--- src/rtl/cfg_i2c_pkg.sv ---
package cfg_i2c_pkg;
  typedef enum logic [2:0] {
    S_IDLE, S_ADDR, S_AACK, S_WR, S_WACK, S_RD, S_RACK
  } bus_st_t;

  localparam logic [7:0] OFF_CUR = 8'h08;
  localparam logic [7:0] OFF_ATT = 8'h09;
  localparam logic [7:0] OFF_CTL = 8'h0A;
  localparam logic [7:0] OFF_REV = 8'h0B;
  localparam logic [7:0] REV_VAL = 8'h02;

  function automatic logic [7:0] id_byte(input logic [2:0] idx);
    case (idx)
      3'd0: id_byte = 8'h30;
      3'd1: id_byte = 8'h32;
      3'd2: id_byte = 8'h33;
      3'd3: id_byte = 8'h42;
      3'd4: id_byte = 8'h53;
      3'd5: id_byte = 8'h55;
      3'd6: id_byte = 8'h54;
      default: id_byte = 8'h00;
    endcase
  endfunction
endpackage

--- src/rtl/cfg_i2c_edges.sv ---
module cfg_i2c_edges #(
  parameter int STAGES = 2
) (
  input  logic clk,
  input  logic rst,
  input  logic scl_i,
  input  logic sda_i,
  output logic sda_s,
  output logic scl_rise,
  output logic scl_fall,
  output logic start_p,
  output logic stop_p
);
  logic [STAGES-1:0] scl_sh, sda_sh;
  logic scl_p, sda_p, scl_s;

  always_ff @(posedge clk) begin
    if (rst) begin
      scl_sh <= '1;
      sda_sh <= '1;
      scl_p  <= 1'b1;
      sda_p  <= 1'b1;
    end else begin
      scl_sh <= {scl_sh[STAGES-2:0], scl_i};
      sda_sh <= {sda_sh[STAGES-2:0], sda_i};
      scl_p  <= scl_sh[STAGES-1];
      sda_p  <= sda_sh[STAGES-1];
    end
  end

  assign scl_s    = scl_sh[STAGES-1];
  assign sda_s    = sda_sh[STAGES-1];
  assign scl_rise = scl_s & ~scl_p;
  assign scl_fall = ~scl_s & scl_p;
  assign start_p  = scl_s & scl_p & sda_p & ~sda_s;
  assign stop_p   = scl_s & scl_p & ~sda_p & sda_s;
endmodule

--- src/rtl/cfg_i2c_fsm.sv ---
module cfg_i2c_fsm
  import cfg_i2c_pkg::*;
#(
  parameter int AW = 8
) (
  input  logic          clk,
  input  logic          rst,
  input  logic          ready,
  input  logic          addr_ok,
  input  logic [6:0]    my_addr,
  input  logic          sda_s,
  input  logic          scl_rise,
  input  logic          scl_fall,
  input  logic          start_p,
  input  logic          stop_p,
  input  logic [7:0]    rd_data,
  output logic [AW-1:0] rd_addr,
  output logic          wr_en,
  output logic [AW-1:0] wr_addr,
  output logic [7:0]    wr_data,
  output logic          sda_pull
);
  bus_st_t     st;
  logic [3:0]  bitcnt;
  logic [7:0]  shreg, tx;
  logic [AW-1:0] ptr;
  logic        rnw, first, armed, nack;
  logic        hit;

  assign hit     = ready && addr_ok && (shreg[7:1] == my_addr);
  assign rd_addr = ptr;

  always_ff @(posedge clk) begin
    if (rst) begin
      st <= S_IDLE; bitcnt <= '0; shreg <= '0; tx <= '0; ptr <= '0;
      rnw <= 1'b0; first <= 1'b0; armed <= 1'b0; nack <= 1'b0;
      wr_en <= 1'b0; wr_addr <= '0; wr_data <= '0; sda_pull <= 1'b0;
    end else begin
      wr_en <= 1'b0;
      if (stop_p) begin
        st <= S_IDLE; sda_pull <= 1'b0;
      end else if (start_p) begin
        st <= S_ADDR; bitcnt <= '0; sda_pull <= 1'b0;
      end else begin
        case (st)
          S_ADDR: begin
            if (scl_rise) begin
              shreg <= {shreg[6:0], sda_s}; bitcnt <= bitcnt + 4'd1;
            end else if (scl_fall && bitcnt == 4'd8) begin
              if (hit) begin
                st <= S_AACK; sda_pull <= 1'b1; rnw <= shreg[0]; first <= 1'b1;
                if (shreg[0]) begin
                  if (!armed) ptr <= '0;
                  armed <= 1'b0;
                end
              end else begin
                st <= S_IDLE;
              end
            end
          end
          S_AACK: if (scl_fall) begin
            bitcnt <= '0;
            if (rnw) begin
              st <= S_RD; tx <= rd_data; sda_pull <= ~rd_data[7];
            end else begin
              st <= S_WR; sda_pull <= 1'b0;
            end
          end
          S_WR: begin
            if (scl_rise) begin
              shreg <= {shreg[6:0], sda_s}; bitcnt <= bitcnt + 4'd1;
            end else if (scl_fall && bitcnt == 4'd8) begin
              st <= S_WACK; sda_pull <= 1'b1;
              if (first) begin
                ptr <= shreg[AW-1:0]; armed <= 1'b1; first <= 1'b0;
              end else begin
                wr_en <= 1'b1; wr_addr <= ptr; wr_data <= shreg;
                ptr <= ptr + 1'b1; armed <= 1'b0;
              end
            end
          end
          S_WACK: if (scl_fall) begin
            st <= S_WR; sda_pull <= 1'b0; bitcnt <= '0;
          end
          S_RD: begin
            if (scl_rise) begin
              bitcnt <= bitcnt + 4'd1;
            end else if (scl_fall) begin
              if (bitcnt == 4'd8) begin
                st <= S_RACK; sda_pull <= 1'b0; ptr <= ptr + 1'b1;
              end else begin
                sda_pull <= ~tx[6]; tx <= {tx[6:0], 1'b0};
              end
            end
          end
          S_RACK: begin
            if (scl_rise) nack <= sda_s;
            else if (scl_fall) begin
              if (nack) st <= S_IDLE;
              else begin
                st <= S_RD; bitcnt <= '0; tx <= rd_data; sda_pull <= ~rd_data[7];
              end
            end
          end
          default: ;
        endcase
      end
    end
  end


  wake_quiet_chk: assert property (@(posedge clk) disable iff (rst)
    !ready |-> !sda_pull);

  stop_release_chk: assert property (@(posedge clk) disable iff (rst)
    (stop_p || start_p) |=> !sda_pull);

  wr_origin_chk: assert property (@(posedge clk) disable iff (rst)
    wr_en |-> $past(st == S_WR));
endmodule

--- src/rtl/cfg_i2c_regs.sv ---
module cfg_i2c_regs
  import cfg_i2c_pkg::*;
#(
  parameter int AW          = 8,
  parameter int SRST_CYCLES = 12_250_000
) (
  input  logic          clk,
  input  logic          rst,
  input  logic          wr_en,
  input  logic [AW-1:0] wr_addr,
  input  logic [7:0]    wr_data,
  input  logic [AW-1:0] rd_addr,
  output logic [7:0]    rd_data,
  input  logic [1:0]    det_cur,
  input  logic [2:0]    acc_code,
  input  logic          act_cable,
  input  logic [1:0]    att_state,
  input  logic          cable_dir,
  input  logic          stat_upd,
  output logic [1:0]    adv_cur,
  output logic [1:0]    duty_sel,
  output logic          ufp_acc_off,
  output logic [1:0]    debounce_sel,
  output logic [1:0]    mode_sel,
  output logic [1:0]    src_pref,
  output logic          term_off,
  output logic          soft_rst,
  output logic          int_pull
);
  localparam int CW = $clog2(SRST_CYCLES + 1);

  logic [1:0] det_q, att_q;
  logic [2:0] acc_q;
  logic       cab_q, dir_q;
  logic [CW-1:0] srst_cnt;
  logic       w_cur, w_att, w_ctl;

  assign w_cur = wr_en && wr_addr == OFF_CUR[AW-1:0];
  assign w_att = wr_en && wr_addr == OFF_ATT[AW-1:0];
  assign w_ctl = wr_en && wr_addr == OFF_CTL[AW-1:0];

  always_ff @(posedge clk) begin
    if (rst) begin
      adv_cur <= '0; duty_sel <= '0; ufp_acc_off <= 1'b0;
      debounce_sel <= '0; mode_sel <= '0; src_pref <= '0; term_off <= 1'b0;
    end else begin
      if (w_cur) adv_cur <= wr_data[7:6];
      if (w_att) begin
        duty_sel <= wr_data[2:1]; ufp_acc_off <= wr_data[0];
      end
      if (w_ctl) begin
        debounce_sel <= wr_data[7:6]; mode_sel <= wr_data[5:4];
        src_pref <= wr_data[2:1]; term_off <= wr_data[0];
      end
    end
  end

  always_ff @(posedge clk) begin
    if (rst) begin
      soft_rst <= 1'b0; srst_cnt <= '0;
    end else if (soft_rst) begin
      srst_cnt <= srst_cnt - 1'b1;
      if (srst_cnt == CW'(1)) soft_rst <= 1'b0;
    end else if (w_ctl && wr_data[3]) begin
      soft_rst <= 1'b1; srst_cnt <= CW'(SRST_CYCLES);
    end
  end

  always_ff @(posedge clk) begin
    if (rst || soft_rst) begin
      det_q <= '0; acc_q <= '0; cab_q <= 1'b0; att_q <= '0; dir_q <= 1'b0;
    end else if (stat_upd) begin
      det_q <= det_cur; acc_q <= acc_code; cab_q <= act_cable;
      att_q <= att_state; dir_q <= cable_dir;
    end
  end

  always_ff @(posedge clk) begin
    if (rst) int_pull <= 1'b0;
    else if (stat_upd && !soft_rst) int_pull <= 1'b1;
    else if (w_att && wr_data[4]) int_pull <= 1'b0;
  end

  always_comb begin
    rd_data = 8'h00;
    if (rd_addr < AW'(8)) rd_data = id_byte(rd_addr[2:0]);
    else if (rd_addr == OFF_CUR[AW-1:0]) rd_data = {adv_cur, det_q, acc_q, cab_q};
    else if (rd_addr == OFF_ATT[AW-1:0]) rd_data = {att_q, dir_q, int_pull, 1'b0, duty_sel, ufp_acc_off};
    else if (rd_addr == OFF_CTL[AW-1:0]) rd_data = {debounce_sel, mode_sel, soft_rst, src_pref, term_off};
    else if (rd_addr == OFF_REV[AW-1:0]) rd_data = REV_VAL;
  end


  irq_set_chk: assert property (@(posedge clk) disable iff (rst)
    (stat_upd && !soft_rst) |=> int_pull);

  srst_clear_chk: assert property (@(posedge clk) disable iff (rst)
    soft_rst |=> (det_q == 2'b0 && acc_q == 3'b0 && !cab_q && att_q == 2'b0 && !dir_q));

  srst_hold_cfg_chk: assert property (@(posedge clk) disable iff (rst)
    (soft_rst && !wr_en) |=> $stable(mode_sel));
endmodule

--- src/rtl/cfg_i2c_target.sv ---
module cfg_i2c_target
  import cfg_i2c_pkg::*;
#(
  parameter int AW          = 8,
  parameter int SYNC_STAGES = 2,
  parameter int WAKE_CYCLES = 25_000_000,
  parameter int SRST_CYCLES = 12_250_000
) (
  input  logic       clk,
  input  logic       rst,
  input  logic       enable,
  input  logic [1:0] addr_strap,
  input  logic       scl_i,
  input  logic       sda_i,
  input  logic [1:0] det_cur,
  input  logic [2:0] acc_code,
  input  logic       act_cable,
  input  logic [1:0] att_state,
  input  logic       cable_dir,
  input  logic       stat_upd,
  output logic [1:0] adv_cur,
  output logic [1:0] duty_sel,
  output logic       ufp_acc_off,
  output logic [1:0] debounce_sel,
  output logic [1:0] mode_sel,
  output logic [1:0] src_pref,
  output logic       term_off,
  output logic       soft_rst,
  output logic       sda_pull,
  output logic       int_pull
);
  localparam int WW = $clog2(WAKE_CYCLES + 1);

  logic          blk_rst, ready, addr_ok;
  logic [WW-1:0] wake_cnt;
  logic [6:0]    my_addr;
  logic          sda_s, scl_rise, scl_fall, start_p, stop_p;
  logic [7:0]    rd_data, wr_data;
  logic [AW-1:0] rd_addr, wr_addr;
  logic          wr_en;

  assign blk_rst = rst | ~enable;

  always_ff @(posedge clk) begin
    if (blk_rst) begin
      wake_cnt <= '0; ready <= 1'b0;
    end else if (!ready) begin
      wake_cnt <= wake_cnt + 1'b1;
      if (wake_cnt == WW'(WAKE_CYCLES - 1)) ready <= 1'b1;
    end
  end

  always_comb begin
    addr_ok = 1'b1;
    case (addr_strap)
      2'b10:   my_addr = 7'h67;
      2'b01:   my_addr = 7'h47;
      default: begin my_addr = 7'h00; addr_ok = 1'b0; end
    endcase
  end

  cfg_i2c_edges #(.STAGES(SYNC_STAGES)) u_edges (
    .clk(clk), .rst(blk_rst), .scl_i(scl_i), .sda_i(sda_i), .sda_s(sda_s),
    .scl_rise(scl_rise), .scl_fall(scl_fall), .start_p(start_p), .stop_p(stop_p));

  cfg_i2c_fsm #(.AW(AW)) u_fsm (
    .clk(clk), .rst(blk_rst), .ready(ready), .addr_ok(addr_ok), .my_addr(my_addr),
    .sda_s(sda_s), .scl_rise(scl_rise), .scl_fall(scl_fall), .start_p(start_p),
    .stop_p(stop_p), .rd_data(rd_data), .rd_addr(rd_addr), .wr_en(wr_en),
    .wr_addr(wr_addr), .wr_data(wr_data), .sda_pull(sda_pull));

  cfg_i2c_regs #(.AW(AW), .SRST_CYCLES(SRST_CYCLES)) u_regs (
    .clk(clk), .rst(blk_rst), .wr_en(wr_en), .wr_addr(wr_addr), .wr_data(wr_data),
    .rd_addr(rd_addr), .rd_data(rd_data), .det_cur(det_cur), .acc_code(acc_code),
    .act_cable(act_cable), .att_state(att_state), .cable_dir(cable_dir),
    .stat_upd(stat_upd), .adv_cur(adv_cur), .duty_sel(duty_sel),
    .ufp_acc_off(ufp_acc_off), .debounce_sel(debounce_sel), .mode_sel(mode_sel),
    .src_pref(src_pref), .term_off(term_off), .soft_rst(soft_rst), .int_pull(int_pull));


  disabled_quiet_chk: assert property (@(posedge clk)
    !enable |=> (!sda_pull && !int_pull && mode_sel == 2'b0));
endmodule

--- config.mk ---
export PLATFORM = sky130hd
export DESIGN_NAME = cfg_i2c_target
export DESIGN_NICKNAME = d
export VERILOG_FILES = /design/src/rtl/cfg_i2c_pkg.sv /design/src/rtl/cfg_i2c_edges.sv /design/src/rtl/cfg_i2c_fsm.sv /design/src/rtl/cfg_i2c_regs.sv /design/src/rtl/cfg_i2c_target.sv
export SDC_FILE = /design/constraint.sdc
export NUM_CORES = 1
export LEC_CHECK = 0
export BUFFER_PORTS_ARGS = -buffer_cell sky130_fd_sc_hd__buf_2
export CAP_MARGIN = 20
export CELL_PAD_IN_SITES_DETAIL_PLACEMENT = 1
export CELL_PAD_IN_SITES_GLOBAL_PLACEMENT = 2
export CORE_MARGIN = 5
export CORE_UTILIZATION = 34
export CTS_BUF_LIST = sky130_fd_sc_hd__clkbuf_8 sky130_fd_sc_hd__clkbuf_16
export DETAILED_ROUTE_END_ITERATION = 12
export PLACE_DENSITY_LB_ADDON = 0.1
export SYNTH_ARGS = -nofsm -noshare
export SYNTH_HDL_FRONTEND = slang
export SYNTH_SLANG_ARGS = --single-unit
--- constraint.sdc ---
create_clock -name clk -period 2.2 [get_ports clk]
set_input_delay 0.44 -clock clk [delete_from_list [all_inputs] [get_ports clk]]
set_output_delay 0.44 -clock clk [all_outputs]
set_load 0.005 [all_outputs]
==> impl_results.html, run 1 <==
<table>
<tr><th>Metric</th><th>Value</th></tr>
<tr><th colspan="2">Setup path</th></tr>
<tr><td>Maximum single-stage delay on the critical path</td><td>0.53 ns</td></tr>
<tr><td>Maximum fanout encountered on the critical timing path</td><td>9</td></tr>
<tr><td>Number of buffer and inverter instances along the worst setup path</td><td>1</td></tr>
<tr><td>Worst-path cell with the longest stage delay</td><td>or4_4</td></tr>
<tr><td>Critical path type</td><td>reg -&gt; reg</td></tr>
<tr><td>RR Endpoint</td><td>u_regs.srst_cnt[23]</td></tr>
<tr><td>Cell Chain, Critical Path</td><td>or4_4 &gt; or4_1 &gt; buf_6 &gt; nor4b_4 &gt; xnor2_1 &gt; a21oi_1</td></tr>
<tr><td>Critical Path Start Type</td><td>flop</td></tr>
<tr><td>Crit-path leading delay family</td><td>simple AND/OR/NAND/NOR gates</td></tr>
<tr><td>Source of the worst register-to-register timing path</td><td>u_regs.srst_cnt[4]</td></tr>
<tr><td>Register-to-register setup slack</td><td>slightly above 0.08 ns</td></tr>
<tr><td>Worst reg-to-reg path cell count</td><td>6</td></tr>
<tr><td>Worst endpoint data arrival time</td><td>2.42 ns</td></tr>
<tr><td>Capturing element type of the critical path</td><td>flop</td></tr>
<tr><td>Data required, critical path</td><td>between 2 and 3 ns</td></tr>
<tr><th colspan="2">Clock network</th></tr>
<tr><td>H-tree level count</td><td>4</td></tr>
<tr><td>CTS Buf Count</td><td>17</td></tr>
<tr><td>Quantity of gates resized following cts</td><td>0</td></tr>
<tr><td>Setup bufs post-CTS</td><td>0</td></tr>
<tr><td>Clock sink count</td><td>131</td></tr>
<tr><td>Post-CTS Hold Fix Bufs</td><td>0</td></tr>
<tr><td>CTS tree</td><td>yes</td></tr>
<tr><td>Maximum buffer depth of the clock tree</td><td>2</td></tr>
<tr><td>Clock slew at the register clock pins of the worst setup and hold paths</td><td>approximately 0.060 ns</td></tr>
<tr><td>Clock Root Buffer</td><td>clkbuf_16</td></tr>
<tr><td>Clock network latency to the later pin of the worst-skew pair</td><td>about 0.43 ns</td></tr>
<tr><th colspan="2">STA</th></tr>
<tr><td>Final-report max-slew violation count</td><td>0</td></tr>
<tr><td>Time the final worst path needs with I/O delays and setup</td><td>between 2 and 2.5 ns</td></tr>
<tr><td>Number of hold violations in the final report</td><td>0</td></tr>
<tr><td>Maximum clock frequency</td><td>472.1 MHz</td></tr>
<tr><td>Relative slew slack</td><td>0.5409</td></tr>
<tr><td>Aggregate negative setup slack</td><td>0 ns</td></tr>
<tr><td>Clock skew after layout</td><td>approximately 0.0097 ns</td></tr>
<tr><td>Tcrit/Tclk final</td><td>0.9629</td></tr>
<tr><td>Worst Tran Pin Value</td><td>around 0.69 ns</td></tr>
<tr><td>Count of endpoints failing setup in the final report</td><td>0</td></tr>
<tr><th colspan="2">Cells and area</th></tr>
<tr><td>Total inserted antenna cells</td><td>0</td></tr>
<tr><td>P&amp;R area growth vs syn</td><td>20.96%</td></tr>
<tr><td>NumNets Final</td><td>about 840</td></tr>
<tr><td>Count of placed standard cells in the final layout, fillers left out</td><td>1057</td></tr>
<tr><td>Layout fillers</td><td>between 2000 and 2500</td></tr>
<tr><td>Fraction of layout cells with a size suffix above 1</td><td>0.1786</td></tr>
<tr><th colspan="2">Placement</th></tr>
<tr><td>Placer's final routability congestion estimate</td><td>between 0.7 and 0.8</td></tr>
<tr><td>IO Port Bufs</td><td>31</td></tr>
<tr><td>Detail Placement HPWL</td><td>between 10000 and 15000 um</td></tr>
<tr><td>Placed cell count</td><td>between 1000 and 1500</td></tr>
<tr><th colspan="2">Drt</th></tr>
<tr><td>Number of detailed-route iterations in the first pass</td><td>5</td></tr>
<tr><td>Via count</td><td>5670</td></tr>
<tr><td>Total DRC errors in the routed layout</td><td>0</td></tr>
<tr><td>Iter 0 DRT Violations</td><td>170</td></tr>
<tr><td>Average wire per cell in the routed design</td><td>approximately 18 um</td></tr>
<tr><td>Vias per cell</td><td>between 5 and 6</td></tr>
<tr><td>Number of nets with antenna violations after detailed routing</td><td>0</td></tr>
<tr><td>Total wire length after detailed routing</td><td>around 19000 um</td></tr>
<tr><th colspan="2">Synth</th></tr>
<tr><td>Number of enable flip-flop cells after synthesis</td><td>0</td></tr>
<tr><td>Mapped Area</td><td>around 0.0064 mm2</td></tr>
<tr><td>Cell with the most instances after synthesis</td><td>dfxtp_1</td></tr>
<tr><td>Synth cell count leaders</td><td>dfxtp_1 (131), nor2_1 (96), nand2_1 (58)</td></tr>
<tr><td>Synth area leaders</td><td>dfxtp_1 (41%), mux2i_1 (7.2%), nor2_1 (5.6%), a21oi_1 (4.1%), xnor2_1 (3.8%)</td></tr>
<tr><td>Synthesized Nets</td><td>777</td></tr>
<tr><td>Number of synthesis warnings</td><td>0</td></tr>
<tr><td>Dominant register cell in the synthesized netlist</td><td>dfxtp_1</td></tr>
<tr><td>Top cell type's share of synthesized area</td><td>0.4087</td></tr>
<tr><td>Post-Synthesis Cells</td><td>750</td></tr>
<tr><td>Cell variety after synth</td><td>65</td></tr>
<tr><td>Async set or reset register ratio after synthesis</td><td>0</td></tr>
<tr><td>Area leader, netlist</td><td>dfxtp_1</td></tr>
<tr><td>Average cell area after synthesis</td><td>8.557 um2</td></tr>
<tr><td>Sequential fraction of the synthesis area</td><td>0.4087</td></tr>
<tr><td>Seq cells post-synth</td><td>131</td></tr>
<tr><th colspan="2">Die</th></tr>
<tr><td>Area of the core</td><td>0.01864 mm2</td></tr>
<tr><td>Number of placement rows</td><td>50</td></tr>
<tr><td>I/O pin count</td><td>32</td></tr>
<tr><td>Effective utilization at floorplan</td><td>0.3442</td></tr>
<tr><td>Horizontal die dimension</td><td>147.4 um</td></tr>
<tr><td>Die outline area</td><td>0.02172 mm2</td></tr>
<tr><td>Height of the chip</td><td>147.4 um</td></tr>
<tr><th colspan="2">GRT</th></tr>
<tr><td>Via count of the first global-routing pass</td><td>between 5000 and 6000</td></tr>
<tr><td>Antenna violations before repair</td><td>0</td></tr>
<tr><td>Pin count of the biggest net entering global routing</td><td>33</td></tr>
<tr><td>Congestion Overflow GR</td><td>0</td></tr>
<tr><td>Wire length of the first global-routing pass</td><td>just over 30000 um</td></tr>
<tr><td>Total routing usage reported by global routing</td><td>0.1758</td></tr>
<tr><th colspan="2">Job</th></tr>
<tr><td>Count of maximum capacitance violations</td><td>0</td></tr>
<tr><th colspan="2">Hold path</th></tr>
<tr><td>Path class of the lowest-slack min-delay path</td><td>in -&gt; reg</td></tr>
<tr><td>Destination of the worst hold path</td><td>u_edges.scl_sh[0]</td></tr>
<tr><td>Startpoint of the worst hold path</td><td>scl_i</td></tr>
<tr><td>Worst Hold Path Cells</td><td>2</td></tr>
<tr><th colspan="2">Power and ir drop</th></tr>
<tr><td>Power density over the cells</td><td>677.5 mW/mm2</td></tr>
<tr><td>Pwr Total</td><td>~5.3 mW</td></tr>
<tr><td>Worst IR drop on VDD</td><td>0.5033 mV</td></tr>
<tr><td>Cell leakage power</td><td>2.886 nW</td></tr>
<tr><th colspan="2">Status</th></tr>
<tr><td>Status</td><td>complete, no violations</td></tr>
</table>
-- per-layer routing --
| metal | wire length, um | up-vias | track usage |
|---|---|---|---|
| met4 | 344 | 0 | 0.06337 |
| li1 | - | 2816 | - |
| met3 | 376 | 20 | 0.03158 |
| met1 | 8566 | 2786 | 0.2163 |
| met2 | 9361 | 48 | 0.3085 |
| met5 | 0 | - | 0 |
-- where the power goes --
part	internal (mW)	switching (mW)	total, mW
combinational	0.0419	0.0735	0.115
clock	1.60	1.15	2.75
sequential	2.38	0.00828	2.39
total	4.02	1.24	5.26
-- cell usage in the layout (no fill, tap or decap), drive strengths merged, types with 7 or more instances in the layout --
master and count:
or4 9, a31oi 10, xor2 9, xnor2 28
ha 10, nand3 17, nor2 96, dfxtp 131
or3 15, inv 20, nand2 58, nor4 14
clkbuf 18, o21ai 23, nor3 27, buf 86
a21oi 53, nor2b 14, or2 7, mux2i 46
nand4 9, o211ai 7, nand2b 16
-- flip-flops by register name, summed over array words and instances, names as in the netlist, 3 cells and up --
register / count
u_fsm.wr_data: 8
u_fsm.shreg: 8
wake_cnt: 25
u_fsm.wr_addr: 8
u_regs.acc_q: 3
u_fsm.bitcnt: 4
u_regs.srst_cnt: 24
u_fsm.tx: 7
u_fsm.rd_addr: 8
u_fsm.st: 3
-- how the worst max path moves through the flow --
| stage | startpoint | end | slack, ns | cells past startpoint |
|---|---|---|---|---|
| after global routing | u_regs.srst_cnt[16] | u_regs.srst_cnt[23] | -0.02 | 5 |
| after floorplan | u_regs.srst_cnt[0] | u_regs.srst_cnt[22] | 0.05 | 7 |
| final | u_regs.srst_cnt[4] | u_regs.srst_cnt[23] | 0.08 | 6 |
| after global placement | addr_strap[0] | u_fsm.rd_addr[4] | -0.04 | 8 |
| after CTS | u_regs.srst_cnt[4] | u_regs.srst_cnt[17] | 0.01 | 6 |
| after detailed placement | addr_strap[0] | u_fsm.rd_addr[3] | -0.17 | 8 |
-- final cells by class --
type | instances | area (um2) | area share
Clock buffer | 18 | 439.2 | 0.05658
Multi-Input combinational cell | 560 | 3640 | 0.4689
Clock inverter | 14 | 130.1 | 0.01676
Tap cell | 234 | 292.8 | 0.03772
Sequential cell | 131 | 2624 | 0.3380
Inverter | 14 | 52.55 | 0.006770
Timing Repair Buffer | 86 | 584.3 | 0.07527
-- through the flow --
step           worst slack, ns  utilization  area [um2]  hold WS (ns)
2_1_floorplan          0.04853            -        6417        0.3863
3_3_place_gp          -0.04078       0.3820        7122        0.3926
3_5_place_dp           -0.1668       0.3820        7122        0.4024
4_1_cts                0.01436       0.4126        7691        0.1836
5_1_grt               -0.01539       0.4164        7762        0.1979
6_report               0.08168       0.4164        7762        0.1992
-- logic make-up (layout without fill, tap and decap cells) --
kind of cell / count (synthesis) / count (layout) / synth area share
XOR/XNOR: 37 / 37 / 0.05050
multiplexers: 48 / 48 / 0.07526
buffers and inverters: 59 / 132 / 0.03646
adder cells (fa/ha/maj): 10 / 10 / 0.01950
flip-flops: 131 / 131 / 0.4087
AND/OR/NAND/NOR: 322 / 322 / 0.2671
AO/OA/AOI/OAI: 143 / 143 / 0.1425
No activity file was read; power rests on OpenSTA's default activity.
==> inputs of run 2 (changes only) <==
--- a/config.mk
+++ b/config.mk
@@ -9,9 +9,10 @@
 export CAP_MARGIN = 20
 export CELL_PAD_IN_SITES_DETAIL_PLACEMENT = 1
 export CELL_PAD_IN_SITES_GLOBAL_PLACEMENT = 2
+export CORE_ASPECT_RATIO = 0.5
 export CORE_MARGIN = 5
 export CORE_UTILIZATION = 34
-export CTS_BUF_LIST = sky130_fd_sc_hd__clkbuf_8 sky130_fd_sc_hd__clkbuf_16
+export CTS_BUF_LIST = sky130_fd_sc_hd__clkbuf_4 sky130_fd_sc_hd__clkbuf_8 sky130_fd_sc_hd__clkbuf_16
 export DETAILED_ROUTE_END_ITERATION = 12
 export PLACE_DENSITY_LB_ADDON = 0.1
 export SYNTH_ARGS = -nofsm -noshare
==> run 2 against run 1 <==
Worst hold slack improved by 0.0032 ns; clock-buffer cell count down 1; wire length is 0.31% higher; largest cell class unchanged; highest routed layer unchanged.
==> impl_results.html, run 2 (same netlist as run 1, synthesis figures left out) <==
<table>
<tr><th>Metric</th><th>Value</th></tr>
<tr><th colspan="2">Die</th></tr>
<tr><td>Height of the chip</td><td>107.1 um (was 147.4 um)</td></tr>
<tr><td>Horizontal die dimension</td><td>204.3 um (was 147.4 um)</td></tr>
<tr><td>Number of placement rows</td><td>35 (was 50)</td></tr>
<tr><td>Effective utilization at floorplan</td><td>0.3473 (was 0.3442)</td></tr>
<tr><td>I/O pin count</td><td>32 (unchanged)</td></tr>
<tr><td>Die outline area</td><td>0.02189 mm2 (was 0.02172 mm2)</td></tr>
<tr><td>Area of the core</td><td>0.01848 mm2 (was 0.01864 mm2)</td></tr>
<tr><th colspan="2">Placement</th></tr>
<tr><td>Placer's final routability congestion estimate</td><td>0.7551 (was 0.7737)</td></tr>
<tr><td>Placed cell count</td><td>1051 (was 1025)</td></tr>
<tr><td>IO Port Bufs</td><td>31 (unchanged)</td></tr>
<tr><td>Detail Placement HPWL</td><td>13100 um (was 13500 um)</td></tr>
<tr><th colspan="2">Setup path</th></tr>
<tr><td>RR Endpoint</td><td>u_regs.srst_cnt[15] (was u_regs.srst_cnt[23])</td></tr>
<tr><td>Worst reg-to-reg path cell count</td><td>6 (unchanged)</td></tr>
<tr><td>Data required, critical path</td><td>2.50 ns (about the same)</td></tr>
<tr><td>Register-to-register setup slack</td><td>0.07 ns (was 0.08 ns)</td></tr>
<tr><td>Maximum fanout encountered on the critical timing path</td><td>9 (unchanged)</td></tr>
<tr><td>Critical path type</td><td>reg -&gt; reg (unchanged)</td></tr>
<tr><td>Worst endpoint data arrival time</td><td>2.43 ns (was 2.42 ns)</td></tr>
<tr><td>Source of the worst register-to-register timing path</td><td>u_regs.srst_cnt[4] (unchanged)</td></tr>
<tr><td>Critical Path Start Type</td><td>flop (unchanged)</td></tr>
<tr><td>Capturing element type of the critical path</td><td>flop (unchanged)</td></tr>
<tr><th colspan="2">GRT</th></tr>
<tr><td>Wire length of the first global-routing pass</td><td>30640 um (was 31050 um)</td></tr>
<tr><td>Total routing usage reported by global routing</td><td>0.1741 (was 0.1758)</td></tr>
<tr><td>Antenna violations before repair</td><td>0 (unchanged)</td></tr>
<tr><td>Global route hottest layer</td><td>met2 (unchanged)</td></tr>
<tr><td>Met2 Resource Use GR</td><td>0.2697 (was 0.3085)</td></tr>
<tr><td>Pin count of the biggest net entering global routing</td><td>36 (was 33)</td></tr>
<tr><td>Met1 layer usage reported by global route</td><td>0.2493 (was 0.2163)</td></tr>
<tr><td>Met3 Resource Use GR</td><td>0.03475 (was 0.03158)</td></tr>
<tr><td>Congestion Overflow GR</td><td>0 (unchanged)</td></tr>
<tr><td>Via count of the first global-routing pass</td><td>5712 (was 5992)</td></tr>
<tr><th colspan="2">Power and ir drop</th></tr>
<tr><td>Worst IR drop on VDD</td><td>0.5130 mV (was 0.5033 mV)</td></tr>
<tr><td>Cell leakage power</td><td>2.909 nW (was 2.886 nW)</td></tr>
<tr><td>Pwr Total</td><td>5.600 mW (was 5.259 mW)</td></tr>
<tr><td>Power density over the cells</td><td>711.8 mW/mm2 (was 677.5 mW/mm2)</td></tr>
<tr><th colspan="2">Clock network</th></tr>
<tr><td>H-tree level count</td><td>4 (unchanged)</td></tr>
<tr><td>Clock slew at the register clock pins of the worst setup and hold paths</td><td>0.06 ns (about the same)</td></tr>
<tr><td>Setup bufs post-CTS</td><td>0 (unchanged)</td></tr>
<tr><td>CTS tree</td><td>yes (unchanged)</td></tr>
<tr><td>Maximum buffer depth of the clock tree</td><td>2 (unchanged)</td></tr>
<tr><td>Clock Root Buffer</td><td>clkbuf_16 (unchanged)</td></tr>
<tr><td>Post-CTS Hold Fix Bufs</td><td>0 (unchanged)</td></tr>
<tr><td>CTS Buf Count</td><td>17 (unchanged)</td></tr>
<tr><td>Clock sink count</td><td>131 (unchanged)</td></tr>
<tr><td>Clock network latency to the later pin of the worst-skew pair</td><td>0.42 ns (was 0.43 ns)</td></tr>
<tr><th colspan="2">Hold path</th></tr>
<tr><td>Destination of the worst hold path</td><td>u_edges.scl_sh[0] (unchanged)</td></tr>
<tr><td>Startpoint of the worst hold path</td><td>scl_i (unchanged)</td></tr>
<tr><td>Worst Hold Path Cells</td><td>2 (unchanged)</td></tr>
<tr><td>Path class of the lowest-slack min-delay path</td><td>in -&gt; reg (unchanged)</td></tr>
<tr><th colspan="2">Cells and area</th></tr>
<tr><td>Flip-flop count of the largest register, all copies and words added</td><td>25 (unchanged)</td></tr>
<tr><td>NumNets Final</td><td>838 (was 837)</td></tr>
<tr><td>Count of placed standard cells in the final layout, fillers left out</td><td>1083 (was 1057)</td></tr>
<tr><td>Total inserted antenna cells</td><td>0 (unchanged)</td></tr>
<tr><td>Largest register by flop count</td><td>wake_cnt (unchanged)</td></tr>
<tr><td>Storage cell area</td><td>0.002624 mm2 (unchanged)</td></tr>
<tr><td>P&amp;R area growth vs syn</td><td>22.60% (was 20.96%)</td></tr>
<tr><td>Area of combinational cells with multiple inputs</td><td>0.003631 mm2 (was 0.003640 mm2)</td></tr>
<tr><td>Most frequent cells in the layout</td><td>dfxtp_1 (130), nor2_1 (95), nand2_1 (58), buf_4 (53), a21oi_1 (52) (was dfxtp_1 (130), nor2_1 (95), nand2_1 (58), a21oi_1 (53), buf_4 (53))</td></tr>
<tr><td>Fraction of layout cells with a size suffix above 1</td><td>0.1784 (was 0.1786)</td></tr>
<tr><td>Most frequent standard cell in the layout excluding fill and tap cells</td><td>dfxtp_1 (unchanged)</td></tr>
<tr><td>Layout Utilization</td><td>0.4257 (was 0.4164)</td></tr>
<tr><td>Top flop regs</td><td>wake_cnt (25), u_regs.srst_cnt (24) (unchanged)</td></tr>
<tr><td>Layout fillers</td><td>2184 (was 2213)</td></tr>
<tr><th colspan="2">STA</th></tr>
<tr><td>Final-report max-slew violation count</td><td>0 (unchanged)</td></tr>
<tr><td>Aggregate negative setup slack</td><td>0 ns (unchanged)</td></tr>
<tr><td>Setup repair after global routing missed its margin</td><td>false</td></tr>
<tr><td>Tightest hold margin</td><td>0.2024 ns (was 0.1992 ns)</td></tr>
<tr><td>Worst Tran Pin Value</td><td>0.5896 ns (was 0.6856 ns)</td></tr>
<tr><td>Count of endpoints failing setup in the final report</td><td>0 (unchanged)</td></tr>
<tr><td>Clock skew after layout</td><td>0.01032 ns (was 0.009746 ns)</td></tr>
<tr><td>Time the final worst path needs with I/O delays and setup</td><td>2.134 ns (was 2.118 ns)</td></tr>
<tr><td>Number of hold violations in the final report</td><td>0 (unchanged)</td></tr>
<tr><td>Relative slew slack</td><td>0.6060 (was 0.5409)</td></tr>
<tr><td>Tcrit/Tclk final</td><td>0.9698 (was 0.9629)</td></tr>
<tr><td>Maximum clock frequency</td><td>468.7 MHz (was 472.1 MHz)</td></tr>
<tr><th colspan="2">Drt</th></tr>
<tr><td>Number of nets with antenna violations after detailed routing</td><td>0 (unchanged)</td></tr>
<tr><td>Vias per cell</td><td>5.209 (was 5.364)</td></tr>
<tr><td>Number of detailed-route iterations in the first pass</td><td>4 (was 5)</td></tr>
<tr><td>Average wire per cell in the routed design</td><td>17.27 um (was 17.64 um)</td></tr>
<tr><td>Total wire length after detailed routing</td><td>18710 um (was 18650 um)</td></tr>
<tr><td>Total DRC errors in the routed layout</td><td>0 (unchanged)</td></tr>
<tr><td>Iter 0 DRT Violations</td><td>210 (was 170)</td></tr>
<tr><td>Via count</td><td>5641 (was 5670)</td></tr>
<tr><th colspan="2">Job</th></tr>
<tr><td>Count of maximum capacitance violations</td><td>0 (unchanged)</td></tr>
<tr><th colspan="2">Status</th></tr>
<tr><td>Status</td><td>complete, no violations (unchanged)</td></tr>
</table>
## run 2: cell types whose count changed in the layout (fill, tap and decap cells not counted), sizes merged
cell,previous run,this run
buf,86,87
clkinv,4,3
inv,20,17
clkbuf,18,17
bufinv,1,4
clkinvlp,3,5
## run 2: worst max-delay path, stage by stage (launching register included)
cell     delay (ns)
dfxtp_1        0.31
or4_4          0.54
or4_1          0.49
buf_6          0.17
nor4b_4        0.27
xnor2_1        0.15
a21oi_1        0.08
## run 2: repair_timing
item	4_1_cts	5_1_grt
setup endpoints to repair	0	35
resized for setup	0	13
hold endpoints to repair	0	0
## run 2: per-stage QoR
| stage | setup WS, ns | area (um2) |
|---|---|---|
| 5_1_grt | 0.005008 | 7868 |
| 2_1_floorplan | 0.04853 | 6417 |
| 6_report | 0.06643 | 7868 |
| 3_5_place_dp | -0.1163 | 7173 |
| 4_1_cts | 0.009686 | 7805 |
| 3_3_place_gp | -0.04019 | 7173 |
## run 2: worst max-delay path by stage
stage | start | endpoint | slack (ns) | cells past startpoint
floorplan | u_regs.srst_cnt[0] | u_regs.srst_cnt[22] | 0.05 | 7
global placement | addr_strap[0] | u_fsm.rd_addr[4] | -0.04 | 8
detailed placement | addr_strap[0] | u_fsm.rd_addr[4] | -0.12 | 8
CTS | u_regs.srst_cnt[0] | u_regs.srst_cnt[22] | 0.01 | 7
global route | u_fsm.st[0] | u_fsm.rd_addr[0] | 0.005 | 5
finish | u_regs.srst_cnt[4] | u_regs.srst_cnt[15] | 0.07 | 6
## run 2: per-layer routing
| metal | wire, um | share of wire | vias up |
|---|---|---|---|
| li1 | - | - | 2812 |
| met5 | 0 | 0 | - |
| met2 | 8348 | 0.45 | 46 |
| met3 | 476 | 0.025 | 19 |
| met4 | 173 | 0.0092 | 0 |
| met1 | 9707 | 0.52 | 2764 |
## run 2: power breakdown
group | total (mW) | switching (mW) | internal (mW)
Clock | 3.09 | 1.18 | 1.91
Sequential | 2.39 | 0.00955 | 2.38
Combinational | 0.116 | 0.0751 | 0.0411
Total | 5.60 | 1.27 | 4.33
## run 2: layout make-up
cell class / instances / area share
clock inverters: 15 / 0.02624
inverters: 14 / 0.006679
well taps: 259 / 0.04119
flip-flops and latches: 131 / 0.3335
clock buffers: 17 / 0.05407
multi-input cells: 560 / 0.4615
repair buffers: 87 / 0.07681
==> inputs of run 3 (changes only) <==
--- a/config.mk
+++ b/config.mk
@@ -7,11 +7,9 @@
 export LEC_CHECK = 0
 export BUFFER_PORTS_ARGS = -buffer_cell sky130_fd_sc_hd__buf_2
 export CAP_MARGIN = 20
-export CELL_PAD_IN_SITES_DETAIL_PLACEMENT = 1
-export CELL_PAD_IN_SITES_GLOBAL_PLACEMENT = 2
 export CORE_ASPECT_RATIO = 0.5
 export CORE_MARGIN = 5
-export CORE_UTILIZATION = 34
+export CORE_UTILIZATION = 35
 export CTS_BUF_LIST = sky130_fd_sc_hd__clkbuf_4 sky130_fd_sc_hd__clkbuf_8 sky130_fd_sc_hd__clkbuf_16
 export DETAILED_ROUTE_END_ITERATION = 12
 export PLACE_DENSITY_LB_ADDON = 0.1
==> run 3 against run 2 <==
Combinational power is essentially flat; worst hold slack lost 0.011 ns; sequential cell count is the same; critical endpoint is now u_regs.srst_cnt[21]; largest cell class unchanged.
==> impl_results.html, run 3 (same netlist as run 1, synthesis figures left out) <==
<table>
<tr><th>Metric</th><th>Value</th></tr>
<tr><th colspan="2">Status</th></tr>
<tr><td>Status</td><td>complete, no violations (unchanged)</td></tr>
<tr><th colspan="2">Cells and area</th></tr>
<tr><td>Top flop regs</td><td>wake_cnt (25), u_regs.srst_cnt (24) (unchanged)</td></tr>
<tr><td>P&amp;R area growth vs syn</td><td>21.08% (was 22.60%)</td></tr>
<tr><td>Most frequent cells in the layout</td><td>dfxtp_1 (131), nor2_1 (95), nand2_1 (58), a21oi_1 (53), buf_4 (50) (was dfxtp_1 (130), nor2_1 (95), nand2_1 (58), buf_4 (53), a21oi_1 (52))</td></tr>
<tr><td>NumNets Final</td><td>835 (was 838)</td></tr>
<tr><td>Flip-flop count of the largest register, all copies and words added</td><td>25 (unchanged)</td></tr>
<tr><td>Total inserted antenna cells</td><td>0 (unchanged)</td></tr>
<tr><td>Most frequent standard cell in the layout excluding fill and tap cells</td><td>dfxtp_1 (unchanged)</td></tr>
<tr><td>Fraction of layout cells with a size suffix above 1</td><td>0.1705 (was 0.1784)</td></tr>
<tr><td>Largest register by flop count</td><td>wake_cnt (unchanged)</td></tr>
<tr><td>Layout Utilization</td><td>0.4265 (was 0.4257)</td></tr>
<tr><th colspan="2">Power and ir drop</th></tr>
<tr><td>Worst IR drop on VDD</td><td>0.5586 mV (was 0.5130 mV)</td></tr>
<tr><td>P_int</td><td>4.135 mW (was 4.332 mW)</td></tr>
<tr><td>Power density over the cells</td><td>692.8 mW/mm2 (was 711.8 mW/mm2)</td></tr>
<tr><td>Power share of the combinational group</td><td>0.021 (about the same)</td></tr>
<tr><td>Cell leakage power</td><td>2.873 nW (was 2.909 nW)</td></tr>
<tr><td>Sequential fraction of design power</td><td>0.444 (was 0.427)</td></tr>
<tr><td>Total net switching power</td><td>1.248 mW (was 1.268 mW)</td></tr>
<tr><td>Switching share of total power</td><td>0.2319 (was 0.2264)</td></tr>
<tr><td>Part of the total power dissipated in the clock network</td><td>0.534 (was 0.552)</td></tr>
<tr><th colspan="2">Setup path</th></tr>
<tr><td>Cell Chain, Critical Path</td><td>or4_4 &gt; or4_1 &gt; buf_6 &gt; nor4_2 &gt; xnor2_1 &gt; a21oi_1 (was or4_4 &gt; or4_1 &gt; buf_6 &gt; nor4b_4 &gt; xnor2_1 &gt; a21oi_1)</td></tr>
<tr><td>Maximum fanout encountered on the critical timing path</td><td>9 (unchanged)</td></tr>
<tr><td>Critical path type</td><td>reg -&gt; reg (unchanged)</td></tr>
<tr><td>Capturing element type of the critical path</td><td>flop (unchanged)</td></tr>
<tr><td>Worst endpoint data arrival time</td><td>2.43 ns (about the same)</td></tr>
<tr><td>Data required, critical path</td><td>2.50 ns (about the same)</td></tr>
<tr><td>Critical Path Start Type</td><td>flop (unchanged)</td></tr>
<tr><td>Worst-path cell with the longest stage delay</td><td>or4_4 (unchanged)</td></tr>
<tr><td>Maximum single-stage delay on the critical path</td><td>0.54 ns (about the same)</td></tr>
<tr><th colspan="2">Die</th></tr>
<tr><td>Height of the chip</td><td>105.8 um (was 107.1 um)</td></tr>
<tr><td>Effective utilization at floorplan</td><td>0.3523 (was 0.3473)</td></tr>
<tr><td>Number of placement rows</td><td>35 (unchanged)</td></tr>
<tr><td>I/O pin count</td><td>32 (unchanged)</td></tr>
<tr><td>Horizontal die dimension</td><td>201.5 um (was 204.3 um)</td></tr>
<tr><td>Area of the core</td><td>0.01822 mm2 (was 0.01848 mm2)</td></tr>
<tr><td>Die outline area</td><td>0.02131 mm2 (was 0.02189 mm2)</td></tr>
<tr><th colspan="2">Clock network</th></tr>
<tr><td>Clock Root Buffer</td><td>clkbuf_16 (unchanged)</td></tr>
<tr><td>Maximum buffer depth of the clock tree</td><td>2 (unchanged)</td></tr>
<tr><td>Clock network latency to the later pin of the worst-skew pair</td><td>0.43 ns (was 0.42 ns)</td></tr>
<tr><td>H-tree level count</td><td>4 (unchanged)</td></tr>
<tr><td>Clock sink count</td><td>131 (unchanged)</td></tr>
<tr><td>CTS tree</td><td>yes (unchanged)</td></tr>
<tr><td>Clock slew at the register clock pins of the worst setup and hold paths</td><td>0.06 ns (about the same)</td></tr>
<tr><td>CTS Buf Count</td><td>17 (unchanged)</td></tr>
<tr><th colspan="2">STA</th></tr>
<tr><td>Count of endpoints failing setup in the final report</td><td>0 (unchanged)</td></tr>
<tr><td>Maximum clock frequency</td><td>468.6 MHz (was 468.7 MHz)</td></tr>
<tr><td>Time the final worst path needs with I/O delays and setup</td><td>2.134 ns (about the same)</td></tr>
<tr><td>Tightest hold margin</td><td>0.1912 ns (was 0.2024 ns)</td></tr>
<tr><td>Tcrit/Tclk final</td><td>0.9699 (was 0.9698)</td></tr>
<tr><td>Clock skew after layout</td><td>0.008961 ns (was 0.01032 ns)</td></tr>
<tr><td>Worst Tran Pin Value</td><td>0.6310 ns (was 0.5896 ns)</td></tr>
<tr><td>Number of hold violations in the final report</td><td>0 (unchanged)</td></tr>
<tr><td>Relative slew slack</td><td>0.5757 (was 0.6060)</td></tr>
<tr><td>Final-report max-slew violation count</td><td>0 (unchanged)</td></tr>
<tr><th colspan="2">Drt</th></tr>
<tr><td>Average wire per cell in the routed design</td><td>15.74 um (was 17.27 um)</td></tr>
<tr><td>Vias per cell</td><td>5.180 (was 5.209)</td></tr>
<tr><td>Number of detailed-route iterations in the first pass</td><td>5 (was 4)</td></tr>
<tr><td>Total wire length after detailed routing</td><td>16700 um (was 18710 um)</td></tr>
<tr><td>Number of nets with antenna violations after detailed routing</td><td>0 (unchanged)</td></tr>
<tr><td>Iter 0 DRT Violations</td><td>241 (was 210)</td></tr>
<tr><td>Total DRC errors in the routed layout</td><td>0 (unchanged)</td></tr>
<tr><td>Via count</td><td>5496 (was 5641)</td></tr>
<tr><th colspan="2">GRT</th></tr>
<tr><td>Congestion Overflow GR</td><td>0 (unchanged)</td></tr>
<tr><td>Pin count of the biggest net entering global routing</td><td>49 (was 36)</td></tr>
<tr><td>Wire length of the first global-routing pass</td><td>28060 um (was 30640 um)</td></tr>
<tr><td>Via count of the first global-routing pass</td><td>5368 (was 5712)</td></tr>
<tr><td>Met2 Resource Use GR</td><td>0.2478 (was 0.2697)</td></tr>
<tr><td>Met3 Resource Use GR</td><td>0.03627 (was 0.03475)</td></tr>
<tr><td>Total routing usage reported by global routing</td><td>0.1610 (was 0.1741)</td></tr>
<tr><td>Global route hottest layer</td><td>met2 (unchanged)</td></tr>
<tr><td>Antenna violations before repair</td><td>0 (unchanged)</td></tr>
<tr><td>Met1 layer usage reported by global route</td><td>0.2248 (was 0.2493)</td></tr>
<tr><th colspan="2">Placement</th></tr>
<tr><td>Placer's final routability congestion estimate</td><td>0.8230 (was 0.7551)</td></tr>
<tr><td>Detail Placement HPWL</td><td>11660 um (was 13100 um)</td></tr>
<tr><td>IO Port Bufs</td><td>31 (unchanged)</td></tr>
<tr><th colspan="2">Hold path</th></tr>
<tr><td>Path class of the lowest-slack min-delay path</td><td>in -&gt; reg (unchanged)</td></tr>
<tr><th colspan="2">Job</th></tr>
<tr><td>Count of maximum capacitance violations</td><td>0 (unchanged)</td></tr>
</table>
==> run 3: worst paths after layout <==
kind,startpoint,endpoint,slack (ns),cells past startpoint
worst max-delay path,u_regs.srst_cnt[4],u_regs.srst_cnt[21],0.07,6
worst min-delay path,sda_i,u_edges.sda_sh[0],0.19,2
worst max register to register,u_regs.srst_cnt[4],u_regs.srst_cnt[21],0.07,6
worst min register to register,u_edges.sda_sh[0],u_edges.sda_sh[1],0.41,1
==> run 3: stage by stage <==
| step | setup slack [ns] | total power [mW] | setup TNS (ns) | area [um2] | instances |
|---|---|---|---|---|---|
| finish | 0.06618 | 5.383 | 0 | 7770 | 1061 |
| global route | -0.02806 | 5.574 | -0.02841 | 7770 | 1061 |
| CTS | 0.02069 | 5.456 | 0 | 7717 | 1061 |
| detailed placement | -0.1646 | 2.562 | -0.7787 | 7124 | 1029 |
| global placement | -0.06656 | 2.562 | -0.3030 | 7124 | 1029 |
| floorplan | 0.04853 | 2.512 | 0 | 6417 | 750 |
==> run 3: worst max-delay path, delay by kind of cell (launching register included) <==
| kind | cells | cell delay (ns) |
|---|---|---|
| xor+xnor | 1 | 0.16 |
| buf+inv | 1 | 0.17 |
| compound gates | 1 | 0.08 |
| simple gates | 3 | 1.29 |
| flops | 1 | 0.31 |
==> run 3: layout make-up <==
| cell class | instances | area, um2 |
|---|---|---|
| clock buffers | 18 | 439.2 |
| clock inverters | 14 | 153.9 |
| fillers | 1842 | 10450 |
| inverters | 14 | 52.55 |
| multi-input cells | 560 | 3620 |
| flip-flops and latches | 131 | 2623 |
| well taps | 240 | 300.3 |
| repair buffers | 84 | 581.8 |
==> run 3: timing repair <==
action	4_1_cts	5_1_grt
hold buffers	0	0
setup buffers	0	0
resized for setup	0	10
endpoints found under the setup margin	0	13
==> run 3: power groups by stage <==
stage / logic [mW] / registers [mW] / clock network (mW)
after CTS: 0.119 / 2.39 / 2.95
final: 0.115 / 2.39 / 2.88
after floorplan: 0.0725 / 2.44 / 0
after global placement: 0.117 / 2.44 / 0
after global routing: 0.129 / 2.39 / 3.05
after detailed placement: 0.118 / 2.44 / 0
==> run 3: layer usage <==
metal / wire length [um] / up-vias
met5: 0 / -
met4: 194 / 0
met3: 632 / 20
met2: 7362 / 91
met1: 8507 / 2579
li1: - / 2806
